<file path="config.mk">
export PLATFORM = sky130hd
export DESIGN_NAME = op_status_reporter
export DESIGN_NICKNAME = d
export VERILOG_FILES = /design/src/rtl/opstat_pkg.sv /design/src/rtl/rise_detect.sv /design/src/rtl/toggle_track.sv /design/src/rtl/err_latch.sv /design/src/rtl/status_compose.sv /design/src/rtl/op_status_reporter.sv
export SDC_FILE = /design/constraint.sdc
export NUM_CORES = 1
export LEC_CHECK = 0
export BUFFER_PORTS_ARGS = -buffer_cell sky130_fd_sc_hd__buf_2
export CORE_AREA = 2 2 39 41
export DETAILED_ROUTE_END_ITERATION = 16
export DIE_AREA = 0 0 41 43
export SYNTH_ARGS = -nofsm -noshare
export SYNTH_HDL_FRONTEND = slang
export SYNTH_SLANG_ARGS = --single-unit
</file>
<file path="constraint.sdc">
create_clock -name clk -period 1.21 [get_ports clk]
set_clock_uncertainty 0.2 [all_clocks]
set_input_delay 0 -clock clk [delete_from_list [all_inputs] [get_ports clk]]
set_output_delay 0 -clock clk [all_outputs]
set_load 0.05 [all_outputs]
</file>
<file path="src/rtl/opstat_pkg.sv">
package opstat_pkg;

  typedef enum logic [1:0] {
    OP_NONE = 2'b00,
    OP_PROG = 2'b01,
    OP_SECT = 2'b10,
    OP_CHIP = 2'b11
  } op_kind_e;

  localparam int POLL_POS = 7;
  localparam int TOG_POS  = 6;
  localparam int ERR_POS  = 5;
  localparam int WIN_POS  = 3;

  function automatic logic is_erase(op_kind_e k);
    return (k == OP_SECT) || (k == OP_CHIP);
  endfunction

  // The polling bit reads the opposite of the final value while work is pending.
  // An erase drives every bit to 1, so the pending value for an erase is 0.
  function automatic logic poll_value(op_kind_e k, logic tgt);
    return (k == OP_PROG) ? ~tgt : 1'b0;
  endfunction

  function automatic logic window_value(op_kind_e k, logic win_open);
    return is_erase(k) && !win_open;
  endfunction

endpackage

</file>
<file path="src/rtl/rise_detect.sv">
module rise_detect (
  input  logic clk,
  input  logic rst_n,
  input  logic level,
  output logic rise
);
  logic level_q;

  always_ff @(posedge clk or negedge rst_n) begin
    if (!rst_n) level_q <= 1'b0;
    else        level_q <= level;
  end

  assign rise = level & ~level_q;
endmodule

</file>
<file path="src/rtl/toggle_track.sv">
module toggle_track (
  input  logic clk,
  input  logic rst_n,
  input  logic active,
  input  logic frozen,
  input  logic advance,
  output logic q
);
  always_ff @(posedge clk or negedge rst_n) begin
    if (!rst_n)                  q <= 1'b0;
    else if (!active)            q <= 1'b0;
    else if (advance && !frozen) q <= ~q;
  end
endmodule

</file>
<file path="src/rtl/err_latch.sv">
module err_latch (
  input  logic clk,
  input  logic rst_n,
  input  logic set,
  input  logic clr,
  output logic q
);
  always_ff @(posedge clk or negedge rst_n) begin
    if (!rst_n)   q <= 1'b0;
    else if (clr) q <= 1'b0;
    else if (set) q <= 1'b1;
  end
endmodule

</file>
<file path="src/rtl/status_compose.sv">
module status_compose
  import opstat_pkg::*;
#(
  parameter int DATA_W = 8
) (
  input  op_kind_e          kind,
  input  logic              busy,
  input  logic              suspended,
  input  logic              target_bit,
  input  logic              window_open,
  input  logic              tog,
  input  logic              err,
  input  logic [DATA_W-1:0] array_data,
  output logic [DATA_W-1:0] dout,
  output logic              rdy
);
  logic              poll;
  logic              win;
  logic              show_status;
  logic [DATA_W-1:0] word;

  assign poll        = poll_value(kind, target_bit);
  assign win         = window_value(kind, window_open);
  assign show_status = busy && !suspended;

  for (genvar i = 0; i < DATA_W; i++) begin : g_bit
    if (i == POLL_POS)     begin : g_poll assign word[i] = poll; end
    else if (i == TOG_POS) begin : g_tog  assign word[i] = tog;  end
    else if (i == ERR_POS) begin : g_err  assign word[i] = err;  end
    else if (i == WIN_POS) begin : g_win  assign word[i] = win;  end
    else                   begin : g_zero assign word[i] = 1'b0; end
  end

  assign dout = show_status ? word : array_data;
  assign rdy  = !show_status;
endmodule

</file>
<file path="src/rtl/op_status_reporter.sv">
module op_status_reporter
  import opstat_pkg::*;
#(
  parameter int DATA_W = 8
) (
  input  logic              clk,
  input  logic              rst_n,
  input  logic [1:0]        op_kind,
  input  logic              busy,
  input  logic              suspended,
  input  logic              target_bit,
  input  logic              window_open,
  input  logic              pulse_over,
  input  logic              clear_err,
  input  logic              rd_strobe,
  input  logic [DATA_W-1:0] array_data,
  output logic [DATA_W-1:0] dout,
  output logic              rdy
);
  op_kind_e kind;
  logic     rd_rise;
  logic     tog_q;
  logic     err_q;
  logic     err_set;

  assign kind    = op_kind_e'(op_kind);
  assign err_set = pulse_over && busy && !suspended;

  rise_detect u_rise (
    .clk   (clk),
    .rst_n (rst_n),
    .level (rd_strobe),
    .rise  (rd_rise)
  );

  toggle_track u_tog (
    .clk     (clk),
    .rst_n   (rst_n),
    .active  (busy),
    .frozen  (suspended),
    .advance (rd_rise),
    .q       (tog_q)
  );

  err_latch u_err (
    .clk   (clk),
    .rst_n (rst_n),
    .set   (err_set),
    .clr   (clear_err),
    .q     (err_q)
  );

  status_compose #(.DATA_W(DATA_W)) u_comp (
    .kind        (kind),
    .busy        (busy),
    .suspended   (suspended),
    .target_bit  (target_bit),
    .window_open (window_open),
    .tog         (tog_q),
    .err         (err_q),
    .array_data  (array_data),
    .dout        (dout),
    .rdy         (rdy)
  );
endmodule

</file>
==> metrics.txt <==
TritonCTS Buffers=3; I/O Pins=28; Longest Clk Path Bufs=2; part of the Yosys area used for sequential elements=31.3%; first-pass GRT wire length=1.12 mm; layout cell share with drive strength beyond 1=68.3%; Max Clk Rate=817 MHz; slew margin rel.=83.3%; fin nets=80; RSZ-0062 raised after global routing=yes; Worst-path clk slew=30 ps; r2r startpoint=u_rise.level_q; die area=1760 um^2; GP Congestion=0.554; root buf cell=clkbuf_4; distinct cell type count after synthesis=12; fin crit period=1220 ps; CTS sink cnt=3; period utilisation layout=101%; initial antenna violation count=0; H-Tree Depth=1; final worst setup slack=-13.9 ps; final wirelength=701 um; Peak VDD IR=0.499 mV; DR WL/cell=9.22 um; most frequent cells in the layout=25 x buf_2, 7 x dlygate4sd3_1, 4 x mux2_4, 4 x and2_2; Synth Area per Inst=10.9 um^2; total number of vias=305; final design utilization=37.0%; TritonCTS clock tree=done; outcome=finished, violations left; Clock Latency Late Sink=230 ps; Die W=41 um; Setup CP Type=reg -> out; # diodes=0; CP Capture Type=primary output; commonest non-fill, non-tap cell in the layout=buf_2; final setup fails=2; DR iter-0 viols=3; Final Hold Fails=0; vias per cell=4.01; power density cells=946 nW/um^2; all-layer global routing usage=9.45%; Synth Instances=22; worst setup path start=u_err.q; Die Y=43 um; vias in the first global route=307; failing checks=setup timing; ANT nets after route=0; Ys Warns=0; # DRC=0; hold_ws=147 ps; synthesis-to-finish area growth=113%; initial cell density of the core=17.4%; synthesized flop and latch total=3; Netlist Area Pre-Place=240 um^2; Worst Path Max Fanout=2; CP Launch Type=flip-flop; HPWL after detailed placement=500 um; arrival time at the worst endpoint=1020 ps; # Max-Cap Violations=0; fin. max-slew vios=0; Worst Path Required=1010 ps; Port Buffers=27; Hold Crit Start=array_data[6]; Static Leakage=0.271 nW; drt first pass iters=2; Hold Crit Class=in -> out; # rows=14; GRT overflow=0; Core ar.=1380 um^2; Mapped Nets=41; largest net degree at the start of global routing=10; slew of the pin with the lowest slew margin=252 ps
==> critical path, stage by stage, from the launching register on <==
cell     delay [ps]
dfrtp_1         360
mux2_4          270
buf_6           150
==> cells in the mapped netlist <==
library cell  number  share of area, %
and2_2             4                13
mux2_4             4                25
dfrtp_1            3                31
nand2b_1           2               5.2
nor3b_1            2               6.2
a21oi_1            1               2.1
buf_6              1               4.7
inv_1              1               1.6
mux2i_1            1               4.2
nand2_1            1               1.6
nand3b_1           1               3.1
nor2b_1            1               2.6
==> area by class of cell <==
type / instances / area [um^2]
tap: 16 / 20.0
timing repair buffer: 35 / 229
inverter: 1 / 3.75
sequential: 3 / 75.1
fill: 142 / 872
clock buffer: 4 / 26.3
multi-input combinational: 17 / 158
==> power breakdown <==
group / leakage [nW] / internal (W) / switching (W)
combinational: 0.217 / 0.0000892 / 0.000112
sequential: 0.0387 / 0.000106 / 0.00000247
clock: 0.0150 / 0.000123 / 0.0000507
total: 0.271 / 0.000319 / 0.000165
==> path summary, 6_finish.rpt <==
kind                                   to  slack (ps)  depth (start not counted)
min reg2reg                       u_err.q         300                          2
max                               dout[5]         -10                          2
min                               dout[6]         150                          3
max reg2reg                       u_tog.q         170                          2
max in group asynchronous         u_tog.q         220                          3
min in group asynchronous  u_rise.level_q         450                          3
==> repair_timing <==
action	4_1_cts	5_1_grt
setup endpoints to repair	2	5
setup buffers	1	0
pin swaps	0	0
resized for setup	5	2
endpoints found under the hold margin	6	0
hold buffers	7	0
==> flip-flops by register name (all words and copies together) (netlist names) <==
| register | count |
|---|---|
| u_err.q | 1 |
| u_rise.level_q | 1 |
| u_tog.q | 1 |
==> routing by layer <==
metal,part of all wire (%),wire [um],vias to the layer above,global-route usage [%]
met5,0,0,-,0
met4,2.0,14,0,6.00
met3,6.0,42,2,2.09
met2,61,431,12,17.8
met1,30,211,141,7.74
li1,-,-,150,-
==> cell families after synthesis <==
group                  after synthesis  share of synthesized area [%]
muxes                                5                           29.2
and+or+nand+nor                     11                           31.2
buffers and inverters                2                           6.25
AOI/OAI and AO/OA                    1                           2.08
DFF                                  3                           31.2
==> per-stage QoR <==
stage / worst slack, ps / total power [W] / setup TNS, ps / instances / instance area [um^2]
after floorplan: 178 / 0.000231 / 0 / 22 / 240
after global routing: -52.3 / 0.000511 / -95.3 / 76 / 512
after detailed placement: 7.84 / 0.000279 / 0 / 64 / 384
after CTS: -25.3 / 0.000490 / -47.8 / 76 / 504
after global placement: 16.1 / 0.000278 / 0 / 64 / 384
final: -13.9 / 0.000484 / -26.4 / 76 / 512
Note: power is estimated with default switching activity, not from simulation.
